===== config.mk =====
export PLATFORM = sky130hd
export DESIGN_NAME = fill_wb_seq
export DESIGN_NICKNAME = d
export VERILOG_FILES = /design/src/rtl/fwseq_pkg.sv /design/src/rtl/fwseq_src_arb.sv /design/src/rtl/fwseq_serve.sv /design/src/rtl/fill_wb_seq.sv
export SDC_FILE = /design/constraint.sdc
export NUM_CORES = 1
export LEC_CHECK = 0
export ABC_AREA = 1
export ABC_CLOCK_PERIOD_IN_PS = 1800
export BUFFER_PORTS_ARGS = -buffer_cell sky130_fd_sc_hd__buf_2
export CORE_AREA = 3 3 120 122
export CTS_CLUSTER_DIAMETER = 40
export DETAILED_ROUTE_END_ITERATION = 7
export DIE_AREA = 0 0 123 125
export MAX_ROUTING_LAYER = met4
export PLACE_DENSITY = 0.63
export SYNTH_ARGS = -nofsm -noshare
export SYNTH_HDL_FRONTEND = slang
export SYNTH_SLANG_ARGS = --single-unit

===== constraint.sdc =====
create_clock -name clk -period 1.8 [get_ports clk]
set_input_delay 0.09 -clock clk [delete_from_list [all_inputs] [get_ports clk]]
set_output_delay 0.09 -clock clk [all_outputs]
set_load 0.02 [all_outputs]

===== src/rtl/fwseq_pkg.sv =====
package fwseq_pkg;
  typedef enum logic [1:0] {
    SRC_NONE  = 2'd0,
    SRC_CHAIN = 2'd1,
    SRC_RD    = 2'd2,
    SRC_WR    = 2'd3
  } src_e;
endpackage


===== src/rtl/fwseq_src_arb.sv =====
module fwseq_src_arb
  import fwseq_pkg::*;
(
  input  logic rst,
  input  logic hold_v,
  input  logic chain_valid,
  input  logic rd_valid,
  input  logic wr_valid,
  input  logic notify_hit,
  output src_e src,
  output logic chain_pop,
  output logic rd_pop,
  output logic wr_pop,
  output logic load
);
  always_comb begin
    src = SRC_NONE;
    if (!rst && !hold_v) begin
      if (chain_valid)   src = SRC_CHAIN;
      else if (rd_valid) src = SRC_RD;
      else if (wr_valid) src = SRC_WR;
    end
    chain_pop = (src == SRC_CHAIN);
    rd_pop    = (src == SRC_RD);
    wr_pop    = (src == SRC_WR);
    // a memory return that activates a chain is consumed, not held
    load      = chain_pop || ((rd_pop || wr_pop) && !notify_hit);
  end
endmodule


===== src/rtl/fwseq_serve.sv =====
module fwseq_serve #(
  parameter int ADDR_W     = 32,
  parameter int ID_W       = 6,
  parameter int LINE_BYTES = 128
) (
  input  logic              clk,
  input  logic              rst,
  input  logic              load,
  input  logic [ID_W-1:0]   load_id,
  input  logic [ADDR_W-1:0] load_addr,
  input  logic              load_wr,
  input  logic              reply_full,
  input  logic              evict_valid,
  input  logic [ADDR_W-1:0] evict_addr,
  input  logic              wb_full,
  output logic              reply_push,
  output logic [ID_W-1:0]   reply_id,
  output logic [ADDR_W-1:0] reply_addr,
  output logic              reply_wr,
  output logic              fill_req,
  output logic [ADDR_W-1:0] fill_addr,
  output logic              wb_push,
  output logic [ADDR_W-1:0] wb_addr,
  output logic              done_valid,
  output logic [ID_W-1:0]   done_id,
  output logic              hold_v,
  output logic              wb_pend
);
  localparam int OFF_W = $clog2(LINE_BYTES);

  logic [ID_W-1:0]   h_id;
  logic [ADDR_W-1:0] h_addr;
  logic              h_wr;
  logic              replied;
  logic [ADDR_W-1:0] wb_addr_r;
  logic              release_now;

  always_comb begin
    reply_push  = hold_v && !replied && !reply_full;
    reply_id    = h_id;
    reply_addr  = h_addr;
    reply_wr    = h_wr;
    fill_req    = reply_push && !h_wr;
    fill_addr   = {h_addr[ADDR_W-1:OFF_W], {OFF_W{1'b0}}};
    wb_push     = wb_pend && !wb_full;
    wb_addr     = wb_addr_r;
    release_now = (reply_push && (h_wr || !evict_valid)) || wb_push;
  end

  always_ff @(posedge clk) begin
    if (rst) begin
      hold_v     <= 1'b0;
      wb_pend    <= 1'b0;
      replied    <= 1'b0;
      done_valid <= 1'b0;
      done_id    <= '0;
      h_id       <= '0;
      h_addr     <= '0;
      h_wr       <= 1'b0;
      wb_addr_r  <= '0;
    end else begin
      done_valid <= release_now;
      if (release_now) begin
        done_id <= h_id;
        hold_v  <= 1'b0;
        wb_pend <= 1'b0;
        replied <= 1'b0;
      end else if (reply_push) begin
        // read whose fill evicted a line: keep it until the writeback leaves
        replied   <= 1'b1;
        wb_pend   <= 1'b1;
        wb_addr_r <= {evict_addr[ADDR_W-1:OFF_W], {OFF_W{1'b0}}};
      end
      if (load) begin
        hold_v <= 1'b1;
        h_id   <= load_id;
        h_addr <= load_addr;
        h_wr   <= load_wr;
      end
    end
  end
endmodule


===== src/rtl/fill_wb_seq.sv =====
module fill_wb_seq
  import fwseq_pkg::*;
#(
  parameter int ADDR_W     = 32,
  parameter int ID_W       = 6,
  parameter int LINE_BYTES = 128,
  localparam int SIZE_W    = $clog2(LINE_BYTES) + 1
) (
  input  logic              clk,
  input  logic              rst,
  input  logic              rd_ret_valid,
  input  logic [ID_W-1:0]   rd_ret_id,
  input  logic [ADDR_W-1:0] rd_ret_addr,
  output logic              rd_ret_pop,
  input  logic              wr_ret_valid,
  input  logic [ID_W-1:0]   wr_ret_id,
  input  logic [ADDR_W-1:0] wr_ret_addr,
  output logic              wr_ret_pop,
  input  logic              chain_valid,
  input  logic [ID_W-1:0]   chain_id,
  input  logic [ADDR_W-1:0] chain_addr,
  input  logic              chain_wr,
  output logic              chain_pop,
  output logic              notify_valid,
  output logic [ADDR_W-1:0] notify_addr,
  input  logic              notify_hit,
  input  logic              reply_full,
  output logic              reply_push,
  output logic [ID_W-1:0]   reply_id,
  output logic [ADDR_W-1:0] reply_addr,
  output logic              reply_wr,
  output logic              fill_req,
  output logic [ADDR_W-1:0] fill_addr,
  input  logic              evict_valid,
  input  logic [ADDR_W-1:0] evict_addr,
  input  logic              wb_full,
  output logic              wb_push,
  output logic [ADDR_W-1:0] wb_addr,
  output logic [SIZE_W-1:0] wb_size,
  output logic              wb_write,
  output logic              done_valid,
  output logic [ID_W-1:0]   done_id
);
  src_e              src;
  logic              load;
  logic              hold_v;
  logic              wb_pend;
  logic [ID_W-1:0]   ld_id;
  logic [ADDR_W-1:0] ld_addr;
  logic              ld_wr;

  fwseq_src_arb u_arb (
    .rst         (rst),
    .hold_v      (hold_v),
    .chain_valid (chain_valid),
    .rd_valid    (rd_ret_valid),
    .wr_valid    (wr_ret_valid),
    .notify_hit  (notify_hit),
    .src         (src),
    .chain_pop   (chain_pop),
    .rd_pop      (rd_ret_pop),
    .wr_pop      (wr_ret_pop),
    .load        (load)
  );

  always_comb begin
    case (src)
      SRC_CHAIN: begin ld_id = chain_id;  ld_addr = chain_addr;  ld_wr = chain_wr; end
      SRC_WR:    begin ld_id = wr_ret_id; ld_addr = wr_ret_addr; ld_wr = 1'b1;     end
      default:   begin ld_id = rd_ret_id; ld_addr = rd_ret_addr; ld_wr = 1'b0;     end
    endcase
    notify_valid = rd_ret_pop || wr_ret_pop;
    notify_addr  = ld_addr;
    wb_size      = SIZE_W'(LINE_BYTES);
    wb_write     = 1'b1;
  end

  fwseq_serve #(
    .ADDR_W     (ADDR_W),
    .ID_W       (ID_W),
    .LINE_BYTES (LINE_BYTES)
  ) u_serve (
    .clk         (clk),
    .rst         (rst),
    .load        (load),
    .load_id     (ld_id),
    .load_addr   (ld_addr),
    .load_wr     (ld_wr),
    .reply_full  (reply_full),
    .evict_valid (evict_valid),
    .evict_addr  (evict_addr),
    .wb_full     (wb_full),
    .reply_push  (reply_push),
    .reply_id    (reply_id),
    .reply_addr  (reply_addr),
    .reply_wr    (reply_wr),
    .fill_req    (fill_req),
    .fill_addr   (fill_addr),
    .wb_push     (wb_push),
    .wb_addr     (wb_addr),
    .done_valid  (done_valid),
    .done_id     (done_id),
    .hold_v      (hold_v),
    .wb_pend     (wb_pend)
  );
endmodule


==> run metrics <==
status complete, no violations; Syn Inst Count 632; synth-to-layout area growth 42.6%; vias per cell 4.45; Synth cell types 26; syn avg cell area 6.55 um^2; Ys Warns 0; layout cells sized above 1 0.385; highest clock rate 569 MHz; largest net degree at the start of global routing 41; GPL Wtd Cong 0.854; fin crit share 0.976; GRT Util Overall 0.188; hold buffers post-CTS 0; die width 123 um; Starting Density 0.311; CTS root buffer clkbuf_16; number of global-route vias before repair 4378; die height 125 um; FP Rows 42; final core utilization 0.444; Final HPWL DP 11500 um; pre-CTS WS 0.169 ns; Detailed Route WL 14900 um; Worst EP arrival 1.67 ns; Die ar. 0.0154 mm^2; kind of critical path register to output pin; Mapped Area 0.00414 mm^2; ys async rst share 0; sequential cell area fraction in the yosys report 0.353; aggregate global routing overflow 0; H-tree levels 3; Tot Pwr 5.36 mW; DR top layer met4; Reg2Reg Depth 9; first-pass GRT wire length 22300 um; IO Count 314; Post-synth EDFFs 0; setup TNS 0 ns; Max Root-Sink Buffers 2; Sink Count 73; Reg clk slew, reported paths 0.06 ns; Routed WL per cell 14.0 um; Final min period 1.76 ns; CP Launch Type register; Final Skew 0.00483 ns; PortBufs 283; CTS tree built; Max VDD drop 0.437 mV; Synth area leaders dfxtp_1, nand2_1, buf_4; max cap viols 0; nets@finish 1041; most common cell in the netlist nand2_1; Slew headroom 0.649; hold path depth 3; met1 WL 6130 um; number of fill cells 1422; Worst-Skew Late Latency 0.33 ns; First DRT Iteration DRCs 178; core area 0.0133 mm^2; DRC viols 0; Initial DRT Pass Iterations 4; static leakage 3.37 nW; Inserted Clock Buffers 9; final setup violating endpoints 0; Power Density 909 mW/mm^2; Yosys top cell area share 0.353; CP Max Fanout 10; Worst Tran Pin Value 0.525 ns; met2 wire length 7180 um; fin worst setup slack 0.0428 ns; CP Data Required Time 1.71 ns; Synth Register Bits 73; Hold Path Class input port to register; leading area contributor after synthesis dfxtp_1; vias after detailed routing 4751; post-route ant nets 0; Critical Path End Type output pin; Commonest cells post-synth nand2_1, nor2_1, dfxtp_1; Primary FF master, synth dfxtp_1; initial antenna violation count 1; Hold Fails Final Rpt 0; Pins Over Slew Limit 0; RSZ-0062 raised after global routing true; Met3 Routed Length 1270 um
## final timing paths
kind	from	endpoint	slack, ns
max	u_serve.hold_v	notify_addr[4]	0.04
min	evict_addr[21]	u_serve.wb_addr[21]	0.02
max reg2reg	u_serve.hold_v	u_serve.reply_addr[1]	0.22
min reg2reg	u_serve.done_id[4]	u_serve.done_id[4]	0.45
## per-layer routing
metal / global-route usage / vias to the layer above
li1: - / 2446
met1: 0.222 / 2076
met2: 0.311 / 205
met3: 0.0388 / 24
met4: 0.0769 / 0
met5: - / -
## stage by stage
step | cells | hold WS, ns | instance area [um^2]
floorplan | 653 | 0.254 | 4220
global placement | 1047 | 0.367 | 5470
detailed placement | 1047 | 0.369 | 5470
CTS | 1065 | 0.00537 | 5820
global route | 1067 | 0.0155 | 5900
finish | 1067 | 0.0221 | 5900
## cells in the final DEF (no fill, tap or decap), types with 13 or more instances in the layout
| master | instances |
|---|---|
| a21oi_1 | 25 |
| buf_2 | 276 |
| buf_4 | 25 |
| conb_1 | 23 |
| dfxtp_1 | 72 |
| inv_1 | 45 |
| nand2_1 | 172 |
| nand3_1 | 53 |
| nand3b_1 | 13 |
| nand4_1 | 19 |
| nor2_1 | 82 |
| o21ai_1 | 20 |
## cell type report
class	count	area, um^2	share of cell area
Multi-Input combinational cell	444	2050	0.348
Timing Repair Buffer	307	1650	0.280
Sequential cell	73	1460	0.248
Clock buffer	11	253	0.0428
Tap cell	176	220	0.0373
Inverter	50	193	0.0327
Clock inverter	5	62.6	0.0106
Antenna cell	1	2.50	0.000424
## kinds of logic after synthesis
logic type | Yosys count | share of synthesized area
AOI/OAI and AO/OA | 68 | 0.0907
and+or+nand+nor | 353 | 0.374
buffers and inverters | 136 | 0.180
other | 2 | 0.00182
DFF | 73 | 0.353
## sequential cells by signal, indices dropped and copies added (netlist names)
register and count:
u_serve.done_id 6, u_serve.reply_addr 32, u_serve.wb_addr 25, u_serve.reply_id 6, u_serve.replied 1, u_serve.hold_v 1
u_serve.reply_wr 1, u_serve.done_valid 1
## power breakdown
| part | switching (mW) | internal [mW] | leakage (nW) |
|---|---|---|---|
| registers | 0.0981 | 1.75 | 0.596 |
| logic | 1.05 | 0.596 | 2.63 |
| clock network | 0.719 | 1.16 | 0.148 |
## worst max-delay path: stages (launching register included)
cell	delay, ns
dfxtp_2	0.35
nor2_8	0.19
buf_6	0.16
buf_4	0.17
nand4_1	0.15
nand3_2	0.14
buf_2	0.18
## timing repair
action                     4_1_cts  5_1_grt
gates resized for setup          7       20
cloned                           0        0
pin swaps                        1        5
setup endpoints to repair       34       26
setup buffers                    2        1
Note: power is estimated with default switching activity, not from simulation.
